[src/rtl/guard_pkg.sv]
package guard_pkg;

    typedef enum logic [1:0] {
        SP_SECURE = 2'b00,
        SP_NONSEC = 2'b01,
        SP_ROOT   = 2'b10,
        SP_REALM  = 2'b11
    } space_e;

    typedef struct packed {
        logic   in_guard;
        logic   allow;
        logic   deny;
        logic   wr_en;
        logic   rd_en;
        logic   clr_ok;
        space_e space;
    } verdict_t;

endpackage

[src/rtl/guard_policy.sv]
module guard_policy
    import guard_pkg::*;
#(
    parameter int ADDR_W     = 12,
    parameter int REGION_LSB = 8,
    parameter logic [ADDR_W-REGION_LSB-1:0] GUARD_TAG = '1,
    parameter bit REALM_EN   = 1'b1,
    parameter bit PRIV_ONLY  = 1'b0
) (
    input  logic              psel,
    input  logic              penable,
    input  logic              pwrite,
    input  logic [ADDR_W-1:0] paddr,
    input  logic [1:0]        attr_lo,
    input  logic              nse,
    output verdict_t          verdict
);

    logic region_ok;
    logic priv_ok;
    logic complete;

    always_comb begin
        verdict          = '0;
        verdict.space    = space_e'({(REALM_EN ? nse : 1'b0), attr_lo[1]});
        verdict.in_guard = (paddr[ADDR_W-1:REGION_LSB] == GUARD_TAG);
        region_ok        = !verdict.in_guard
                         || (verdict.space == SP_SECURE)
                         || (verdict.space == SP_ROOT);
        priv_ok          = PRIV_ONLY ? attr_lo[0] : 1'b1;
        complete         = psel && penable;
        verdict.allow    = region_ok && priv_ok;
        verdict.deny     = complete && !verdict.allow;
        verdict.wr_en    = complete && pwrite && verdict.allow;
        verdict.rd_en    = psel && !pwrite && verdict.allow;
        verdict.clr_ok   = (verdict.space == SP_SECURE) || (verdict.space == SP_ROOT);
    end

endmodule

[src/rtl/guard_regbank.sv]
module guard_regbank #(
    parameter int DATA_W = 32,
    parameter int N_REGS = 4,
    parameter int IDX_W  = (N_REGS > 1) ? $clog2(N_REGS) : 1
) (
    input  logic              clk,
    input  logic              rst_n,
    input  logic              we,
    input  logic [IDX_W-1:0]  idx,
    input  logic [DATA_W-1:0] wdata,
    output logic [DATA_W-1:0] rdata
);

    logic [N_REGS-1:0][DATA_W-1:0] regs_d;
    logic [N_REGS-1:0][DATA_W-1:0] regs_q;

    for (genvar g = 0; g < N_REGS; g++) begin : g_word
        assign regs_d[g] = (we && (idx == IDX_W'(g))) ? wdata : regs_q[g];
    end

    always_ff @(posedge clk or negedge rst_n) begin
        if (!rst_n) begin
            regs_q <= '0;
        end else begin
            regs_q <= regs_d;
        end
    end

    always_comb begin
        rdata = '0;
        for (int i = 0; i < N_REGS; i++) begin
            if (idx == IDX_W'(i)) begin
                rdata = regs_q[i];
            end
        end
    end

endmodule

[src/rtl/guard_viol_tracker.sv]
module guard_viol_tracker #(
    parameter int CNT_W = 8
) (
    input  logic             clk,
    input  logic             rst_n,
    input  logic             deny,
    input  logic             clr,
    output logic [CNT_W-1:0] count,
    output logic             sticky
);

    localparam logic [CNT_W-1:0] CNT_MAX = '1;

    typedef struct packed {
        logic [CNT_W-1:0] cnt;
        logic             flag;
    } trk_t;

    trk_t trk_d;
    trk_t trk_q;

    always_comb begin
        trk_d = trk_q;
        if (deny) begin
            if (trk_q.cnt != CNT_MAX) begin
                trk_d.cnt = trk_q.cnt + 1'b1;
            end
            trk_d.flag = 1'b1;
        end else if (clr) begin
            trk_d.flag = 1'b0;
        end
    end

    always_ff @(posedge clk or negedge rst_n) begin
        if (!rst_n) begin
            trk_q <= '0;
        end else begin
            trk_q <= trk_d;
        end
    end

    assign count  = trk_q.cnt;
    assign sticky = trk_q.flag;

endmodule

[src/rtl/apb_guarded_regfile.sv]
module apb_guarded_regfile
    import guard_pkg::*;
#(
    parameter int ADDR_W     = 12,
    parameter int DATA_W     = 32,
    parameter int REGION_LSB = 8,
    parameter logic [ADDR_W-REGION_LSB-1:0] GUARD_TAG = '1,
    parameter int N_OPEN     = 4,
    parameter int N_GUARD    = 4,
    parameter int CNT_W      = 8,
    parameter bit REALM_EN   = 1'b1,
    parameter bit PRIV_ONLY  = 1'b0
) (
    input  logic              pclk,
    input  logic              presetn,
    input  logic              psel,
    input  logic              penable,
    input  logic              pwrite,
    input  logic [ADDR_W-1:0] paddr,
    input  logic [DATA_W-1:0] pwdata,
    input  logic [2:0]        pprot,
    input  logic              pnse,
    output logic [DATA_W-1:0] prdata,
    output logic              pready,
    output logic              pslverr,
    output logic [CNT_W-1:0]  viol_count,
    output logic              viol_sticky
);

    localparam int WORD_W  = REGION_LSB - 2;
    localparam int OPEN_IW = (N_OPEN > 1) ? $clog2(N_OPEN) : 1;
    localparam int GRD_IW  = (N_GUARD > 1) ? $clog2(N_GUARD) : 1;

    verdict_t          verdict;
    logic [WORD_W-1:0] word;
    logic              open_hit;
    logic              stat_hit;
    logic              grd_hit;
    logic              open_we;
    logic              grd_we;
    logic              clr_req;
    logic [DATA_W-1:0] open_rd;
    logic [DATA_W-1:0] grd_rd;
    logic [DATA_W-1:0] stat_rd;
    logic [DATA_W-1:0] mux_rd;
    logic              unused_attr;

    assign unused_attr = ^{pprot[2], paddr[1:0]};

    guard_policy #(
        .ADDR_W     (ADDR_W),
        .REGION_LSB (REGION_LSB),
        .GUARD_TAG  (GUARD_TAG),
        .REALM_EN   (REALM_EN),
        .PRIV_ONLY  (PRIV_ONLY)
    ) policy_i (
        .psel    (psel),
        .penable (penable),
        .pwrite  (pwrite),
        .paddr   (paddr),
        .attr_lo (pprot[1:0]),
        .nse     (pnse),
        .verdict (verdict)
    );

    always_comb begin
        word     = paddr[REGION_LSB-1:2];
        open_hit = !verdict.in_guard && (word < WORD_W'(N_OPEN));
        stat_hit = !verdict.in_guard && (word == WORD_W'(N_OPEN));
        grd_hit  = verdict.in_guard && (word < WORD_W'(N_GUARD));
        open_we  = verdict.wr_en && open_hit;
        grd_we   = verdict.wr_en && grd_hit;
        clr_req  = verdict.wr_en && stat_hit && pwdata[0] && verdict.clr_ok;
    end

    guard_regbank #(
        .DATA_W (DATA_W),
        .N_REGS (N_OPEN),
        .IDX_W  (OPEN_IW)
    ) open_bank_i (
        .clk   (pclk),
        .rst_n (presetn),
        .we    (open_we),
        .idx   (word[OPEN_IW-1:0]),
        .wdata (pwdata),
        .rdata (open_rd)
    );

    guard_regbank #(
        .DATA_W (DATA_W),
        .N_REGS (N_GUARD),
        .IDX_W  (GRD_IW)
    ) guard_bank_i (
        .clk   (pclk),
        .rst_n (presetn),
        .we    (grd_we),
        .idx   (word[GRD_IW-1:0]),
        .wdata (pwdata),
        .rdata (grd_rd)
    );

    guard_viol_tracker #(
        .CNT_W (CNT_W)
    ) tracker_i (
        .clk    (pclk),
        .rst_n  (presetn),
        .deny   (verdict.deny),
        .clr    (clr_req),
        .count  (viol_count),
        .sticky (viol_sticky)
    );

    always_comb begin
        stat_rd = DATA_W'({viol_sticky, viol_count});
        if (open_hit) begin
            mux_rd = open_rd;
        end else if (stat_hit) begin
            mux_rd = stat_rd;
        end else if (grd_hit) begin
            mux_rd = grd_rd;
        end else begin
            mux_rd = '0;
        end
        prdata  = verdict.rd_en ? mux_rd : '0;
        pslverr = verdict.deny;
        pready  = 1'b1;
    end

endmodule

[config.mk]
export PLATFORM = sky130hd
export DESIGN_NAME = apb_guarded_regfile
export DESIGN_NICKNAME = d
export VERILOG_FILES = /design/src/rtl/guard_pkg.sv /design/src/rtl/guard_policy.sv /design/src/rtl/guard_regbank.sv /design/src/rtl/guard_viol_tracker.sv /design/src/rtl/apb_guarded_regfile.sv
export SDC_FILE = /design/constraint.sdc
export NUM_CORES = 1
export LEC_CHECK = 0
export ABC_AREA = 1
export BUFFER_PORTS_ARGS = -buffer_cell sky130_fd_sc_hd__clkbuf_2
export CORE_MARGIN = 2
export CORE_UTILIZATION = 40
export CTS_BUF_LIST = sky130_fd_sc_hd__clkbuf_16
export DETAILED_ROUTE_END_ITERATION = 16
export MAX_ROUTING_LAYER = met4
export SYNTH_ARGS = -nofsm -noshare
export SYNTH_HDL_FRONTEND = slang
export SYNTH_SLANG_ARGS = --single-unit
[constraint.sdc]
create_clock -name pclk -period 2 [get_ports pclk]
set_clock_uncertainty 0.2 [all_clocks]
set_input_delay 0.1 -clock pclk [delete_from_list [all_inputs] [get_ports pclk]]
set_output_delay 0.1 -clock pclk [all_outputs]
set_load 0.02 [all_outputs]
=== Word level (Yosys, flattened, before mapping) ===
Index checks and enable logic that the tools add are counted.

* Logic and storage cells: 65
* Input bits: 53
* Flip-flop bits (word level): 265

* Reduce and logical (&&, ||, !) cells: 32
* Equality and inequality tests: 7
* $lt $le $gt $ge: 1
* Muxes and demuxes: 14
* $add $sub $neg: 1

{| class="wikitable"
|+ Operator list
! operator !! number
|-
| two-way mux 32 bit || 12
|-
| logical AND 1 bit || 22
|-
| adder 8 x 1 -> 8 bit, second input constant || 1
|-
| != test 8 bit, second input constant || 1
|-
| == test 2 bit, second input constant || 3
|-
| == test 6 x 3 -> 1 bit, second input constant || 1
|-
| less-than comparator 6 x 3 -> 1 bit, second input constant || 1
|-
| == test 4 bit, second input constant || 1
|-
| zero test 2 bit || 2
|-
| zero test 1 bit || 3
|-
| logical OR 1 bit || 3
|-
| == test 2 x 1 -> 1 bit, second input constant || 1
|-
| two-way mux 1 bit || 2
|-
| AND reduction 2 bit || 1
|-
| nonzero test 2 bit || 1
|}

=== Longest topological paths before layout ===
* Depth after elaboration: 10
* Gate-level depth with buffers: 10
* Mapped depth without buffers: 9

=== Cells and area by module ===
Synthesis repeated with hierarchy kept, for this count alone.

* Cell total of the unflattened synthesis: 1508
* Area total of the unflattened synthesis: 13147.6 µm²

{| class="wikitable"
|+ By module, submodules not included
! module !! cells each !! area each (µm²) !! instances
|-
| guard_regbank || 632 || 5868.1 || 2
|-
| apb_guarded_regfile || 163 || 840.8 || 1
|-
| guard_viol_tracker || 66 || 491.7 || 1
|-
| guard_policy || 15 || 78.8 || 1
|}

=== Worst setup path after synthesis ===
Ideal clock, no wire load.

* Kind: register to register
* Start point: register tracker_i.trk_q, in the netlist tracker_i.count[0]
* End point: register tracker_i.trk_q, in the netlist tracker_i.count[3]
* Period minus slack after synthesis: 1664 ps
* Cell stages (with the launch flop): 9
* Slack: 336 ps
* Arrival: 1347 ps
* Buffers on the path: 0
* Library setup time: 118 ps
* Data required time: 1682 ps
* Cell sequence: dfrtp_1 > ha_1 > inv_1 > nor2_1 > nand2_1 > nand2_2 > inv_2 > nand3b_1 > nand2_1

* Longest elaborated chain between the ends: 2
* Elaborated cells between the ends (all ways): 3
* Classes of those cells: 1 x add/sub; 1 x eq/ne; 1 x reduce/logical

{| class="wikitable"
|+ Ends and longest elaborated chain
! item !! line !! source
|-
| start: declaration || guard_viol_tracker.sv:20 || <nowiki>trk_t trk_q;</nowiki>
|-
| start signal: assignment || guard_viol_tracker.sv:38 || <nowiki>trk_q <= trk_d;</nowiki>
|-
| branches (longest 2 deep; another with adder 8 x 1 -> 8 bit) || - ||
|}

Parallel ways; which one is timed is not known.
A chain may end at the register's enable or synchronous reset.

=== Final worst setup path ===
* Start point: register open_bank_i.regs_q[61] (netlist bit)
* End point: output port prdata[29]

* Longest elaborated chain between the ends: 5

{| class="wikitable"
|+ Ends and longest elaborated chain
! item !! line !! source
|-
| start: declaration || guard_regbank.sv:15 || <nowiki>logic [N_REGS-1:0][DATA_W-1:0] regs_q;</nowiki>
|-
| start signal: assignment || guard_regbank.sv:25 || <nowiki>regs_q <= regs_d;</nowiki>
|-
| two-way mux 32 bit (3 in a row) || guard_regbank.sv:32 || <nowiki>if (idx == IDX_W'(i)) begin</nowiki>
|-
| two-way mux 32 bit || apb_guarded_regfile.sv:115 || <nowiki>if (open_hit) begin</nowiki>
|-
| two-way mux 32 bit || apb_guarded_regfile.sv:124 || <nowiki>prdata = verdict.rd_en ? mux_rd : '0;</nowiki>
|-
| end: declaration || apb_guarded_regfile.sv:23 || <nowiki>output logic [DATA_W-1:0] prdata,</nowiki>
|}

Every way passes these cells.

==> run_results.csv <==
group,metric,value,unit
floorplanning,die_area,32530,um2
timing,holdWs,85.17,ps
cells_and_area,area_delta_synth_final,22.26,%
logic_synthesis,synth_nets,1631,
logic_synthesis,ys_ff_latch,265,
global_routing,grt_pass1_vias,10600,
pwr,p_leak,7.151,nW
global_routing,grt_pass1_wl,57460,um
timing,finalSetupViolCount,0,
logic_synthesis,synth_top_area_share,0.5330,
logic_synthesis,syn_avg_cell_area,7.889,um2
cells_and_area,most-common-layout-cells,"nand2_1, o21ai_1, dfrtp_1",
critical_path,worst-path-buf-inv,1,
global_routing,grt_max_degree,67,
logic_synthesis,synth-main-ff-cell,"dfrtp_1",
timing,slew_violations,0,
cells_and_area,final_common_cell,"nand2_1",
pwr,p_seq_frac,0.484,
pwr,comb_power_share,0.090,
cells_and_area,final_layout_size_suffix_gt1_frac,0.1604,
floorplanning,core,30590,um2
critical_path,rrSetupSlack,300,ps
route,route.vias.total,10820,
pwr,clockPowerShare,0.426,
pwr,power.switching,2.913,mW
timing,tightest_slew,602.3,ps
pwr,switching_share,0.2521,
route,antenna_left,0,
clocking,clk_latency,550,ps
timing,period_share,0.9872,
min_path,min_path_type,"primary input to register",
logic_synthesis,synth_warnings,0,
floorplanning,rows,64,
logic_synthesis,ys_types,29,
global_routing,grtUsageTotal,0.2232,
route,dr.pass1.iters,5,
timing,post-route-min-period,1974,ps
critical_path,critPathKind,"register to output pin",
placed_design,portBuffers,89,
run_status,status,"completed",
timing,rsz0062_at_grt,"yes",
route,viasPerCell,5.081,
cells_and_area,n_antenna_cell,0,
placed_design,gp_congestion,0.8012,
critical_path,slowest_stage,"dfrtp_1",
timing,max_freq,506.5,MHz
global_routing,antenna_found_initial,0,
clocking,cts_tree,"done",
timing,hold_viol_final,0,
pwr,powerDensity,759.7,nW/um2
logic_synthesis,yosysTopAreaCell,"dfrtp_1",
floorplanning,ios,96,
critical_path,cp.arrival,1670,ps
clocking,cts_sinks,265,
critical_path,cp.required,1700,ps
logic_synthesis,yosys-top-cells-area,"dfrtp_1, nand2_1, o21ai_1",
clocking,clk_pin_slew,60,ps
pwr,p_int,8.641,mW
logic_synthesis,syn-instance-count,1577,
route,totalWireLength,34790,um
logic_synthesis,async_reset_ff_frac,1.000,
placed_design,dp_cells,2033,
clocking,cts_max_path_buffers,3,
pwr,peakVddDrop,575.0,uV
route,wl_per_cell,16.34,um
route,first_iter_violations,991,
clocking,htree_num_levels,1,
floorplanning,die_h,180.4,um
floorplanning,start_util,0.4067,
cells_and_area,final_net_count,1765,
flow_run,cap_viol_max_count,0,
critical_path,end_kind,"output pin",
logic_synthesis,ys_seq_area_frac,0.5330,
critical_path,crit_family,"simple AND/OR/NAND/NOR gates",
logic_synthesis,netlist_area,12440,um2
critical_path,critical_path.cell_chain,"nand2_1 > nand2_1 > nand3_1 > nor2_1 > nor2_1 > a21oi_2 > buf_4",
placed_design,hpwl,22280,um
critical_path,critPathMaxStageDelay,350,ps
global_routing,gr-total-overflow,0,
critical_path,cp-start-kind,"register",
clocking,cts_buffers,29,
cells_and_area,layoutNonFillerInstCount,2129,
clocking,cts_root_buf,"clkbuf_16",
route,drc,0,
logic_synthesis,synth_edf_count,0,
timing,relSlewSlack,0.5985,
floorplanning,die_w,180.4,um
critical_path,critPathMaxFanout,2,
Yosys cell counts (all sizes together) (2+ instances only):
| library cell | n |
|---|---|
| nand3 | 71 |
| dfrtp | 265 |
| nor3 | 11 |
| clkbuf | 25 |
| o21ai | 306 |
| or2 | 16 |
| nand2 | 550 |
| nand4 | 10 |
| nor2 | 131 |
| a21oi | 34 |
| inv | 80 |
| o211ai | 5 |
| buf | 67 |
| nand3b | 2 |
kinds of logic after synthesis:
kind of cell             after synthesis  share of synthesized area
AO/OA/AOI/OAI                        345                     0.1398
XOR/XNOR                               2                   0.001408
adder cells (fa/ha/maj)                1                   0.001006
buffers and inverters                172                    0.05863
flip-flops                           265                     0.5330
other                                  1                  0.0003014
AND/OR/NAND/NOR                      791                     0.2658
flip-flops by register name, indices dropped and copies added (netlist names):
name,flops
guard_bank_i.regs_q,128
tracker_i.sticky,1
tracker_i.count,8
open_bank_i.regs_q,128
through the flow:
stage          TNS (ps)  cell area, um2  setup WS, ps    util  total power [mW]
5_1_grt          -393.8           15210        -79.52  0.4972             12.05
6_report              0           15210         25.62  0.4972             11.55
3_3_place_gp          0           13780         13.10  0.4503             6.636
3_5_place_dp          0           13780         64.84  0.4503             6.648
4_1_cts               0           15030         2.183  0.4914             11.66
2_1_floorplan         0           12440         335.8       -             6.175
worst paths after layout:
| check | from | end | cells after the start |
|---|---|---|---|
| setup / recovery | open_bank_i.regs_q[61] | prdata[29] | 7 |
| setup reg to reg | tracker_i.count[0] | tracker_i.count[3] | 8 |
| min in group asynchronous | presetn | open_bank_i.regs_q[100] | 3 |
| hold reg to reg | open_bank_i.regs_q[70] | open_bank_i.regs_q[70] | 2 |
| max in group asynchronous | presetn | open_bank_i.regs_q[123] | 4 |
| hold / removal | pwrite | guard_bank_i.regs_q[41] | 5 |
power groups by stage:
stage	logic, mW	clock network [mW]	registers, mW
5_1_grt	1.17	5.28	5.60
3_3_place_gp	0.960	0	5.68
4_1_cts	1.03	5.04	5.59
2_1_floorplan	0.499	0	5.68
3_5_place_dp	0.968	0	5.68
6_report	1.04	4.92	5.59
worst register-to-register path, delay by kind of cell, from the launching register on:
family	cells	cell delay (ps)
AND/OR/NAND/NOR	5	640
flip-flops	1	420
adder cells (fa/ha/maj)	1	180
buffers and inverters	2	160
routing by layer:
metal  part of all wire  GRT usage  routed length [um]
met1               0.47     0.3022               16280
met2               0.47     0.3637               16460
met3              0.043    0.02749                1498
met4              0.016    0.04452                 548
met5                  0          -                   0
layout make-up:
class                      instances  area [um2]
tap                              396       495.5
multi-input combinational       1140        5194
clock inverter                    24       140.1
inverter                          80       300.3
timing repair buffer             195        1719
clock buffer                      29       725.7
sequential                       265        6635
fill                            3039       15380
timing repair:
action                                  CTS  global route
gates resized for setup                   4            73
setup buffers                             0             5
endpoints found under the hold margin   529             0
pin swaps                                 0            14
hold buffers                             38             0
endpoints found under the setup margin    4            26
(Power assumes the default switching activity.)
